`src/rtl/spr_pkg.sv`:
```
package spr_pkg;
  localparam int NPATH = 4;
  localparam int PW    = 2;
  localparam int MAXH  = 4;
  localparam int HIW   = 2;
  typedef logic [PW-1:0] path_t;
endpackage

```
`src/rtl/spr_sched.sv`:
```
module spr_sched
  import spr_pkg::*;
#(
  parameter int BCO_LEN = 24,
  parameter int CW      = $clog2(BCO_LEN)
) (
  input  logic          clk,
  input  logic          rst,
  input  logic          bco_i,
  output path_t         cap_path,
  output logic [CW-1:0] cyc
);
  localparam logic [CW-1:0] CYC_END = CW'(BCO_LEN - 1);

  // cap_path: path capturing in the current crossing
  // cyc: clocks since the strobe edge, parked at the end value
  always_ff @(posedge clk) begin
    if (rst) begin
      cap_path <= '0;
      cyc      <= CYC_END;
    end else if (bco_i) begin
      cap_path <= cap_path + path_t'(1);
      cyc      <= '0;
    end else if (cyc != CYC_END) begin
      cyc <= cyc + 1'b1;
    end
  end
endmodule

```
`src/rtl/spr_sparsify.sv`:
```
module spr_sparsify
  import spr_pkg::*;
#(
  parameter int NCH = 128,
  parameter int AW  = 3,
  parameter int CHW = $clog2(NCH)
) (
  input  logic                  clk,
  input  logic                  rst,
  input  logic                  bco_i,
  input  path_t                 cap_path,
  input  logic [NCH-1:0]        hit_i,
  input  logic [NCH*AW-1:0]     amp_i,
  output logic                  wr_en,
  output path_t                 wr_path,
  output logic [HIW-1:0]        wr_idx,
  output logic [PW+CHW+AW-1:0]  wr_word
);
  localparam logic [HIW:0] MAXN = (HIW+1)'(MAXH);

  logic [NCH-1:0]    mask_q;
  logic [NCH*AW-1:0] amp_q;
  path_t             path_q;
  logic [HIW:0]      n_q;
  logic [CHW-1:0]    lo;
  logic              found;

  // lowest set channel of the remaining mask
  always_comb begin
    lo = '0;
    for (int i = NCH - 1; i >= 0; i--) begin
      if (mask_q[i]) lo = CHW'(i);
    end
    found = |mask_q;
  end

  assign wr_en   = found && (n_q < MAXN) && !bco_i;
  assign wr_path = path_q;
  assign wr_idx  = n_q[HIW-1:0];
  assign wr_word = {path_q, lo, amp_q[lo*AW +: AW]};

  always_ff @(posedge clk) begin
    if (rst) begin
      mask_q <= '0;
      path_q <= '0;
      n_q    <= '0;
    end else if (bco_i) begin
      mask_q <= hit_i;
      path_q <= cap_path;
      n_q    <= '0;
    end else if (wr_en) begin
      mask_q[lo] <= 1'b0;
      n_q        <= n_q + 1'b1;
    end
  end

  always_ff @(posedge clk) begin
    if (bco_i) amp_q <= amp_i;
  end
endmodule

```
`src/rtl/spr_serializer.sv`:
```
module spr_serializer
  import spr_pkg::*;
#(
  parameter int CHW     = 7,
  parameter int AW      = 3,
  parameter int BCO_LEN = 24,
  parameter int CW      = $clog2(BCO_LEN)
) (
  input  logic                  clk,
  input  logic                  rst,
  input  logic                  bco_i,
  input  path_t                 cap_path,
  input  logic [CW-1:0]         cyc,
  input  logic                  wr_en,
  input  path_t                 wr_path,
  input  logic [HIW-1:0]        wr_idx,
  input  logic [PW+CHW+AW-1:0]  wr_word,
  output logic                  ser_o,
  output logic                  ser_vld_o
);
  localparam int WW   = PW + CHW + AW;
  localparam int HALF = BCO_LEN / 2;
  localparam int BW   = $clog2(WW + 1);

  logic [WW-1:0] mem [NPATH*MAXH];
  logic [HIW:0]  cnt_q  [NPATH];
  logic [HIW:0]  sent_q [NPATH];
  logic [WW-1:0] sh_q;
  logic [BW-1:0] left_q;
  path_t         older, newer, sel;
  logic          any;
  logic          slot_go;
  logic [WW-1:0] rd_word;

  // word store, one row of MAXH words per path
  always_ff @(posedge clk) begin
    if (wr_en) mem[{wr_path, wr_idx}] <= wr_word;
  end

  assign older   = cap_path + path_t'(1);
  assign newer   = cap_path + path_t'(2);
  assign slot_go = (cyc == CW'(0)) || (cyc == CW'(HALF));

  always_comb begin
    any = 1'b1;
    sel = older;
    if (sent_q[older] < cnt_q[older]) sel = older;
    else if (sent_q[newer] < cnt_q[newer]) sel = newer;
    else any = 1'b0;
  end

  assign rd_word = mem[{sel, sent_q[sel][HIW-1:0]}];

  always_ff @(posedge clk) begin
    if (rst) begin
      for (int p = 0; p < NPATH; p++) begin
        cnt_q[p]  <= '0;
        sent_q[p] <= '0;
      end
      sh_q      <= '0;
      left_q    <= '0;
      ser_o     <= 1'b0;
      ser_vld_o <= 1'b0;
    end else begin
      if (wr_en) cnt_q[wr_path] <= cnt_q[wr_path] + 1'b1;
      if (bco_i) begin
        cnt_q[cap_path]  <= '0;
        sent_q[cap_path] <= '0;
      end
      if (slot_go && any) begin
        sent_q[sel] <= sent_q[sel] + 1'b1;
        ser_o       <= rd_word[WW-1];
        sh_q        <= rd_word << 1;
        left_q      <= BW'(WW - 1);
        ser_vld_o   <= 1'b1;
      end else if (left_q != '0) begin
        ser_o     <= sh_q[WW-1];
        sh_q      <= sh_q << 1;
        left_q    <= left_q - 1'b1;
        ser_vld_o <= 1'b1;
      end else begin
        ser_o     <= 1'b0;
        ser_vld_o <= 1'b0;
      end
    end
  end
endmodule

```
`src/rtl/strip_push_readout.sv`:
```
module strip_push_readout
  import spr_pkg::*;
#(
  parameter int NCH     = 128,
  parameter int AW      = 3,
  parameter int BCO_LEN = 24
) (
  input  logic              clk,
  input  logic              rst,
  input  logic              bco_i,
  input  logic [NCH-1:0]    hit_i,
  input  logic [NCH*AW-1:0] amp_i,
  output logic              ser_o,
  output logic              ser_vld_o
);
  localparam int CHW = $clog2(NCH);
  localparam int CW  = $clog2(BCO_LEN);
  localparam int WW  = PW + CHW + AW;

  path_t          cap_path;
  logic [CW-1:0]  cyc;
  logic           wr_en;
  path_t          wr_path;
  logic [HIW-1:0] wr_idx;
  logic [WW-1:0]  wr_word;

  spr_sched #(.BCO_LEN(BCO_LEN), .CW(CW)) u_sched (
    .clk(clk), .rst(rst), .bco_i(bco_i), .cap_path(cap_path), .cyc(cyc)
  );

  spr_sparsify #(.NCH(NCH), .AW(AW), .CHW(CHW)) u_sparsify (
    .clk(clk), .rst(rst), .bco_i(bco_i), .cap_path(cap_path),
    .hit_i(hit_i), .amp_i(amp_i), .wr_en(wr_en), .wr_path(wr_path),
    .wr_idx(wr_idx), .wr_word(wr_word)
  );

  spr_serializer #(.CHW(CHW), .AW(AW), .BCO_LEN(BCO_LEN), .CW(CW)) u_serializer (
    .clk(clk), .rst(rst), .bco_i(bco_i), .cap_path(cap_path), .cyc(cyc),
    .wr_en(wr_en), .wr_path(wr_path), .wr_idx(wr_idx), .wr_word(wr_word),
    .ser_o(ser_o), .ser_vld_o(ser_vld_o)
  );
endmodule

```
`config.mk`:
```
export PLATFORM = sky130hd
export DESIGN_NAME = strip_push_readout
export DESIGN_NICKNAME = d
export VERILOG_FILES = /design/src/rtl/spr_pkg.sv /design/src/rtl/spr_sched.sv /design/src/rtl/spr_sparsify.sv /design/src/rtl/spr_serializer.sv /design/src/rtl/strip_push_readout.sv
export SDC_FILE = /design/constraint.sdc
export NUM_CORES = 1
export LEC_CHECK = 0
export BUFFER_PORTS_ARGS = -buffer_cell sky130_fd_sc_hd__buf_2
export CORE_MARGIN = 5
export CORE_UTILIZATION = 57
export DETAILED_ROUTE_END_ITERATION = 12
export PLACE_DENSITY = 0.8
export SYNTH_ARGS = -nofsm -noshare
export SYNTH_HDL_FRONTEND = slang
export SYNTH_SLANG_ARGS = --single-unit
```
`constraint.sdc`:
```
create_clock -name clk -period 6.1 [get_ports clk]
set_input_delay 0.61 -clock clk [delete_from_list [all_inputs] [get_ports clk]]
set_output_delay 0.61 -clock clk [all_outputs]
set_load 0.03 [all_outputs]
```
==> results.md, run 1 <==
- The flow ran to the end, and the final reports show no timing, DRC or antenna violations.
- Summing the sequential cell areas from Yosys gives 65.23% of the chip area.
- In the routed layout, each cell is associated on average with a via count of 6.353.
- In this run the deepest clock path goes through 3 buffers.
- Summing over every cut layer, the via total after detailed routing is between 20000 and 25000.
- The number of enable flip-flop cells after synthesis is 600.
- STA classifies the critical path endpoint as a flop.
- The net count of the finished layout is ~3400.
- The later pin in the worst-skew pair is clocked with a latency of 0.64 ns.
- The final core utilization is 68.35%.
- The total grt overflow is 0.
- The layout cell share with drive strength beyond 1 is 25.96%.
- The first global-routing pass estimated 150500 um of wire.
- In the global route stage, overall resource usage came out at 31.86%.
- The maximum VDD drop is ~290 uV.
- STA puts the critical path data arrival time at 5.48 ns.
- The number of H-tree branching levels is 3.
- Based on the critical path, the design can be clocked at up to 0.1872 GHz.
- The number of cells on the worst reg-to-reg path is 12.
- The post-route standard cell area excluding fillers is 0.03854 mm2.
- The routed design has 102400 um of wire.
- The number of global-route vias before repair is approximately 24000.
- Power spread over the standard cell area amounts to 348.4 mW/mm2.
- The site row count is 87.
- Across the run, the number of max-cap violations was 0.
- Setup repair after global routing left no endpoint under its margin.
- In this run, CTS created clock tree buffers numbering just under 80.
- The number of nets in the synthesized netlist is slightly below 3000.
- The number of buffers inserted to repair setup after CTS is 0.
- The root buffer cell chosen for the clock tree is sky130_fd_sc_hd__clkbuf_16.
- Counting flops and latches in the post-synthesis netlist gives 759.
- Setup violations remaining at the end of the flow were counted as 0.
- The worst flop-to-flop path startpoint is u_sparsify.mask_q[45].
- After clock tree synthesis, the flow added hold-fix buffers numbering 0.
- The HPWL after detailed placement is ~74000 um.
- TritonCTS built the clock tree.
- Traced cell by cell, the critical path runs through nor4_1 -> o21ai_0 -> a2111oi_0 -> o31ai_1 -> a211o_2 -> o21ai_4 -> buf_4 -> mux2_2 -> a221oi_1 -> o32ai_1 -> nor4bb_1 -> nand4_1.
- The number of antenna violations at the first check in global routing is 15.
- The worst register-to-register path ends at u_serializer.mem[8][0].
- The die covers approximately 0.062 mm2.
- Clock skew on the completed layout was measured at ~0.036 ns.
- At the pin with the least slew margin, the transition time is approximately 1.2 ns.
- The setup path with the least slack is of type flop to flop.
- The worst hold path belongs to the class input port to flop.
- Of the available clock period, the critical path in the final layout requires 87.56%.
- The nature of the critical path startpoint is a flop.
- On the critical path the largest part of the delay comes from compound AO/OA/AOI/OAI gates.
- After detailed routing, the average wire length per cell comes to 27.41 um.
- Counting flops with an async set or reset pin after synthesis yields a share of 0%.
- The maximum net fanout on the critical path is 47.
- The number of detailed-route iterations in the first pass is 6.
- The end point of the worst hold path is u_sparsify.amp_q[28].
- The area of the core is 0.05639 mm2.
- After clock tree synthesis, the clock-pin slew on the worst setup and hold paths is approximately 0.070 ns.
- The initial standard-cell utilization of the core is 57.64%.
- The dominant cell type by area after synthesis is sky130_fd_sc_hd__edfxtp_1.
- The gate count after technology mapping is between 2000 and 2500.
- In this run the count of I/O pins placed on the die edge is just over 500.
- In this run the horizontal extent of the chip is about 250 um.
- The worst stage delay on the critical path is 0.69 ns.
- After synthesis, the cell types taking the most area are sky130_fd_sc_hd__edfxtp_1 55%, sky130_fd_sc_hd__mux2i_1 10%, sky130_fd_sc_hd__dfxtp_1 9.8%.
- The final critical path time including I/O delays and setup is 5.341 ns.
- The synthesis warning total is 0.
- The worst max-slew margin expressed relative to the limit is 17.85%.
- OpenSTA, run right after detailed placement, puts the worst setup slack at 1.076 ns.
- The data required time at the worst endpoint is 6.23 ns.
- The tree built by TritonCTS fans out to between 700 and 800 sinks.
- The worst hold path begins at amp_i[28].
- The area growth from synthesis to layout is 18.57%.
- The top-area cell type share of the netlist area is 55.43%.
- The number of buffers inserted by port buffering is 516.
- After layout, the worst setup slack is 0.7589 ns.
- A synthesized cell averages 13.73 um2.
- The weighted congestion reported at the end of routability-driven placement is 0.9475.
- The most used flip-flop cell after synthesis is sky130_fd_sc_hd__edfxtp_1.
- The maximum number of pins on one net before global-route repair is between 150 and 200.
- After clock tree synthesis, the repair step resized 0 gates.
- The height of the chip is 248.8 um.
- Counting instances, the worst hold path has a depth of 1.
- The count of antenna-violating nets left after detailed routing is 0.
- Counting both buffers and inverters, the worst setup path holds a total of 1.
- In this run the cell area of the synthesized design comes to about 0.033 mm2.
- The remaining design rule violation count is 0.
- Summing all placed instances gives a cell area of about 0.036 mm2.
- The final-report hold violation count is 0.
- Across all register-to-register paths, the minimum setup slack is about 0.76 ns.
- The analysis attributes to cell leakage a power of 14.83 nW.
- The iteration-0 DRC count of the detailed router is approximately 3100.
- The final count of pins violating max slew is 0.
- The post-route setup TNS is 0 ns.
- The netlist uses 81 different library cells.
- The largest individual stage delay along the critical path comes from the cell sky130_fd_sc_hd__a2111oi_0.
## worst register-to-register path: stages (launching register included)
cell and delay (ns):
sky130_fd_sc_hd__dfxtp_1 0.37, sky130_fd_sc_hd__nor4_1 0.28, sky130_fd_sc_hd__o21ai_0 0.20, sky130_fd_sc_hd__a2111oi_0 0.69, sky130_fd_sc_hd__o31ai_1 0.26, sky130_fd_sc_hd__a211o_2 0.36
sky130_fd_sc_hd__o21ai_4 0.16, sky130_fd_sc_hd__buf_4 0.47, sky130_fd_sc_hd__mux2_2 0.45, sky130_fd_sc_hd__a221oi_1 0.39, sky130_fd_sc_hd__o32ai_1 0.17, sky130_fd_sc_hd__nor4bb_1 0.43
sky130_fd_sc_hd__nand4_1 0.60
## flip-flops by register name (all words and copies together), names as in the netlist, 2 cells and up, named ones only
register	flops
u_sched.cyc	5
u_serializer.sent_q	12
u_sparsify.n_q	3
u_sparsify.wr_path	2
u_sched.cap_path	2
u_serializer.cnt_q	12
u_serializer.sh_q	11
u_serializer.mem	192
u_sparsify.amp_q	384
u_sparsify.mask_q	128
u_serializer.left_q	4
## layer usage
metal | track usage (%) | share of wire (%) | vias to the layer above
li1 | - | - | 10380
met3 | 6.150 | 9.3 | 311
met1 | 39.79 | 36 | 11500
met4 | 15.21 | 5.6 | 6
met2 | 53.93 | 49 | 1532
met5 | 0 | 0.038 | -
## kinds of logic after synthesis
family,share of synthesized area [%]
buf+inv,2.310
simple gates,7.295
mux,13.00
fa+ha+maj,0.4619
flops,65.23
xor+xnor,0.3234
compound gates,11.38
## worst max-delay path by stage
stage | startpoint | endpoint | slack [ns] | cells past startpoint
floorplan | u_sched.cap_path[1] | u_serializer.sh_q[10] | 1.67 | 15
global placement | u_sched.cap_path[0] | u_serializer.ser_o | 1.32 | 13
detailed placement | u_sparsify.mask_q[45] | u_serializer.mem[14][0] | 1.08 | 12
CTS | u_sparsify.mask_q[45] | u_serializer.mem[13][0] | 1.03 | 12
global route | u_sparsify.mask_q[45] | u_serializer.mem[13][0] | 0.58 | 12
finish | u_sparsify.mask_q[45] | u_serializer.mem[8][0] | 0.76 | 12
## layout by cell type, fill, tap and decap left out, types with 41 or more instances in the layout
| cell type | n |
|---|---|
| sky130_fd_sc_hd__buf_4 | 65 |
| sky130_fd_sc_hd__mux2i_1 | 330 |
| sky130_fd_sc_hd__a211oi_1 | 169 |
| sky130_fd_sc_hd__nor3_1 | 41 |
| sky130_fd_sc_hd__nor2_1 | 139 |
| sky130_fd_sc_hd__nand2_1 | 153 |
| sky130_fd_sc_hd__edfxtp_1 | 600 |
| sky130_fd_sc_hd__a21oi_1 | 126 |
| sky130_fd_sc_hd__buf_2 | 514 |
| sky130_fd_sc_hd__dfxtp_1 | 159 |
| sky130_fd_sc_hd__clkbuf_16 | 77 |
## cell usage after synthesis (12+ instances only)
cell type and number:
sky130_fd_sc_hd__edfxtp_1 600, sky130_fd_sc_hd__mux2i_1 330, sky130_fd_sc_hd__a211oi_1 170, sky130_fd_sc_hd__dfxtp_1 159, sky130_fd_sc_hd__nand2_1 153, sky130_fd_sc_hd__nor2_1 147, sky130_fd_sc_hd__a21oi_1 126, sky130_fd_sc_hd__clkbuf_1 64
sky130_fd_sc_hd__nor3_1 43, sky130_fd_sc_hd__inv_1 40, sky130_fd_sc_hd__buf_2 36, sky130_fd_sc_hd__o21ai_0 33, sky130_fd_sc_hd__nor4_1 32, sky130_fd_sc_hd__mux4_2 30, sky130_fd_sc_hd__and2_1 26, sky130_fd_sc_hd__nor2b_1 22
sky130_fd_sc_hd__mux2_2 20, sky130_fd_sc_hd__o22ai_1 18, sky130_fd_sc_hd__a221oi_1 17, sky130_fd_sc_hd__nand3_1 14, sky130_fd_sc_hd__o31ai_1 14, sky130_fd_sc_hd__or4_1 14, sky130_fd_sc_hd__a211o_1 13, sky130_fd_sc_hd__a31oi_1 13
sky130_fd_sc_hd__o211ai_1 13, sky130_fd_sc_hd__ha_1 12
## stage by stage
stage	std cells	hold WS (ns)	total power, W
4_1_cts	3722	0.1222	0.01342
5_1_grt	3733	0.1318	0.01384
2_1_floorplan	2367	0.4748	0.007895
3_5_place_dp	3583	0.5163	0.008992
6_report	3736	0.1490	0.01343
3_3_place_gp	3583	0.5035	0.008928
## area by class of cell
class	instances	area [um2]
flip-flops and latches	759	21200
fillers	3973	17850
multi-input cells	1438	10660
repair buffers	585	3176
clock buffers	104	2078
well taps	756	945.9
clock inverters	35	277.8
inverters	45	170.2
diodes	14	35.03
## report_power, final
part           total (W)  internal, W  switching (W)
logic            0.00280      0.00104        0.00176
clock network    0.00447      0.00252        0.00195
registers        0.00616      0.00600       0.000167
Note: power is estimated with default switching activity, not from simulation.
==> run 2: changes to the inputs <==
--- a/config.mk
+++ b/config.mk
@@ -6,9 +6,10 @@
 export NUM_CORES = 1
 export LEC_CHECK = 0
 export BUFFER_PORTS_ARGS = -buffer_cell sky130_fd_sc_hd__buf_2
-export CORE_MARGIN = 5
+export CORE_MARGIN = 8
 export CORE_UTILIZATION = 57
 export DETAILED_ROUTE_END_ITERATION = 12
+export MAX_ROUTING_LAYER = met4
 export PLACE_DENSITY = 0.8
 export SYNTH_ARGS = -nofsm -noshare
 export SYNTH_HDL_FRONTEND = slang
==> run 2 against run 1 <==
Net effect:
- global-route usage is 0.065 points lower
- clock-buffer cell count is 2 lower
- hold slack better by 0.0018 ns
- largest cell class unchanged
==> results.md, run 2 (synthesized netlist as in run 1, its figures left out) <==
- The flow ran to the end, and the final reports show no timing, DRC or antenna violations.
- The initial standard-cell utilization of the core came to 57.64% (unchanged).
- The site row count is 87 (unchanged).
- The clock slew seen by the registers of the worst setup and hold paths was 0.06 ns (about the same).
- The final critical path time including I/O delays and setup is 5.132 ns (-0.2088 ns).
- The final worst clock skew is 0.03194 ns (-0.004070 ns).
- The total grt overflow came to 0 (unchanged).
- The weighted congestion reported at the end of routability-driven placement came to 0.9649 (+1.8%).
- The total global routing track utilization is 31.80% (-0.065 points).
- The post-route setup TNS came to 0 ns (unchanged).
- The maximum buffer depth of the clock tree is 3 (unchanged).
- The number of H-tree branching levels is 3 (unchanged).
- The height of the chip came to 254.8 um (+2.4%).
- In the layout the commonest cells are 600 x sky130_fd_sc_hd__edfxtp_1, 514 x sky130_fd_sc_hd__buf_2, 330 x sky130_fd_sc_hd__mux2i_1.
- The number of gates resized after CTS is 0 (unchanged).
- The flip-flop count of the largest register after layout was 384 (unchanged).
- The nature of the critical path endpoint is a flop.
- The number of detailed-route iterations in the first pass is 6 (unchanged).
- The TritonCTS sink count is 759 (unchanged).
- The arrival time reported for the critical path endpoint is 5.48 ns (about the same).
- The slew at the pin closest to its max-slew limit is 1.189 ns (-0.03949 ns).
- The number of buffers inserted by port buffering is 516 (unchanged).
- The critical path goes through nor2_1 -> a2111o_1 -> a211oi_2 -> nand2_1 -> o31ai_1 -> a211o_2 -> o21ai_4 -> inv_2 -> buf_4 -> a21oi_1 -> a221oi_1 -> o21ai_0 -> and3_1 -> nand4_1.
- The final-report hold violation count came to 0 (unchanged).
- The count of antenna-violating nets left after detailed routing came to 0 (unchanged).
- The worst stage delay on the critical path came to 0.65 ns (-0.04 ns).
- The vias after detailed routing is 23650 (-0.36%).
- More flip-flops sit in one register than any other, and that register is u_sparsify.amp_q.
- The maximum number of pins on one net before global-route repair is 166 (+6.4%).
- The number of CTS-inserted buffers is 78 (+1.3%).
- The power spent charging and discharging nets is 0.003920 W (+1.3%).
- The average wire length per cell after detail routing is 27.77 um (+1.3%).
- The worst max-slew margin expressed relative to the limit is 20.49% (+2.6 points).
- The logic depth of the worst register-to-register path was 14 (+2).
- In the final layout, the registers with the most flip-flops are u_sparsify.amp_q: 384 flops, u_serializer.mem: 192 flops, u_sparsify.mask_q: 128 flops.
- The layout cell share with drive strength beyond 1 is 25.83% (-0.13 points).
- The TritonCTS clock tree is yes.
- The master cell of the clock root buffer is sky130_fd_sc_hd__clkbuf_16.
- The nature of the critical path startpoint is a flop.
- The estimated wirelength of the detail-placed design is 75630 um (+2.1%).
- The critical path start-end classification is flop to flop.
- The cts-stage hold buffer count is 0 (unchanged).
- The setup violation total in the final timing report was 0 (unchanged).
- Setup repair after global routing left no endpoint under its margin.
- The final clock period utilization by the worst path is 84.13% (-3.4 points).
- The maximum net fanout on the critical path came to 46 (-2.1%).
- The width of the die is 254.8 um (+2.4%).
- The first-pass GRT wire length was 149100 um (-0.90%).
- The detail-routed via count per cell is 6.350 (about the same).
- The largest individual stage delay along the critical path comes from the cell sky130_fd_sc_hd__inv_2.
- The data required time at the worst endpoint is 6.45 ns (+0.22 ns).
- The power density of the placed cells is 349.4 mW/mm2 (+0.27%).
- The number of buffers inserted to repair setup after CTS is 0 (unchanged).
- The maximum VDD drop is 266.7 uV (-8.8%).
- The worst-skew pair later-pin latency is 0.63 ns (about the same).
- The number of global-route vias before repair is 23810 (-1.8%).
- The remaining design rule violation count is 0 (unchanged).
- The count of pins on the block boundary came to 517 (unchanged).
- The total die area was 0.06492 mm2 (+4.9%).
- The path class of the tightest hold or removal check is input port to flop.
- The internal power of the cells is 0.009541 W (-0.18%).
- The iteration-0 DRC count of the detailed router is 3013 (-1.8%).
- The reported max-cap violation count is 0 (unchanged).
- The area of the core was 0.05639 mm2 (unchanged).
- The combinational fraction of design power is 20.9% (about the same).
- The final-layout worst hold slack is 0.1509 ns (+0.001817 ns).
- The leakage component of the power came to 14.82 nW (about the same).
- The aggregate routed wire length is 103400 um (+0.98%).
- The count of nets after finishing came to 3427 (-0.17%).
- The power share of the clock group is 33.4% (about the same).
- The number of antenna violations at the first check in global routing is 13 (-2).
- The fmax is 0.1948 GHz (+4.1%).
- The area growth from synthesis to final layout was 18.54% (about the same).
- The cell depth of the worst min-delay path came to 1 (unchanged).
- The sequential group share of total power is 45.7% (-0.2 points).
- The final count of pins violating max slew was 0 (unchanged).
- The commonest non-fill, non-tap cell in the layout is sky130_fd_sc_hd__edfxtp_1.
- The switching power as a share of total power is 29.12% (+0.30 points).
==> run 2: cell count changes in the layout (fill, tap and decap cells not counted) <==
| cell | previous run | this run |
|---|---|---|
| sky130_fd_sc_hd__clkinv_2 | 12 | 11 |
| sky130_fd_sc_hd__buf_4 | 65 | 56 |
| sky130_fd_sc_hd__buf_12 | 5 | 7 |
| sky130_fd_sc_hd__clkinvlp_4 | 2 | 0 |
| sky130_fd_sc_hd__clkinv_16 | 0 | 1 |
| sky130_fd_sc_hd__clkbuf_1 | 22 | 20 |
| sky130_fd_sc_hd__inv_6 | 1 | 3 |
| sky130_fd_sc_hd__bufinv_16 | 3 | 2 |
| sky130_fd_sc_hd__clkinv_4 | 0 | 1 |
| sky130_fd_sc_hd__diode_2 | 14 | 10 |
| sky130_fd_sc_hd__clkbuf_8 | 5 | 4 |
| sky130_fd_sc_hd__clkinv_8 | 2 | 3 |
| sky130_fd_sc_hd__clkbuf_16 | 77 | 78 |
==> run 2: worst paths after layout <==
| path | from | to | slack (ns) |
|---|---|---|---|
| setup reg to reg | u_sparsify.mask_q[25] | u_serializer.mem[8][1] | 0.97 |
| hold / removal | amp_i[160] | u_sparsify.amp_q[160] | 0.15 |
| setup / recovery | u_sparsify.mask_q[25] | u_serializer.mem[8][1] | 0.97 |
| hold reg to reg | u_serializer.sh_q[1] | u_serializer.sh_q[1] | 0.54 |
==> run 2: metal layers <==
layer | part of all wire (%) | vias up | global-route usage, %
met5 | 0 | - | -
met2 | 50 | 1545 | 51.94
met1 | 36 | 11470 | 38.24
met3 | 9.0 | 276 | 5.604
met4 | 5.2 | 0 | 15.42
li1 | - | 10360 | -
==> run 2: stage by stage <==
step | util (%) | instances | setup slack, ns | total power [W] | cell area [um2]
final | 68.33 | 3724 | 0.9678 | 0.01346 | 38530
after global routing | 68.33 | 3724 | 0.7352 | 0.01385 | 38530
after CTS | 68.28 | 3714 | 1.124 | 0.01344 | 38500
after detailed placement | 64.06 | 3576 | 1.180 | 0.009008 | 36120
after global placement | 64.06 | 3576 | 1.257 | 0.008951 | 36120
after floorplan | - | 2367 | 1.669 | 0.007895 | 32500
==> run 2: power by group through the flow <==
stage	combinational [W]	clock (W)	sequential, W
2_1_floorplan	0.00170	0	0.00619
3_3_place_gp	0.00271	0	0.00624
3_5_place_dp	0.00275	0	0.00625
4_1_cts	0.00277	0.00452	0.00615
5_1_grt	0.00295	0.00472	0.00618
6_report	0.00281	0.00449	0.00616
==> run 2: layout make-up <==
class                           instances  area, um2
Sequential cell                       759      21200
Fill cell                            3885      17860
Multi-Input combinational cell       1438      10660
Timing Repair Buffer                  578       3148
Clock buffer                          102       2082
Tap cell                              756      945.9
Clock inverter                         36      300.3
Inverter                               45      170.2
Antenna cell                           10      25.02
==> run 2: critical path: cells and delay by family (launching register included) <==
family / cells / cell delay [ns]
and+or+nand+nor: 4 / 0.81
buffers and inverters: 2 / 1.06
DFF: 1 / 0.44
AOI/OAI and AO/OA: 8 / 2.48
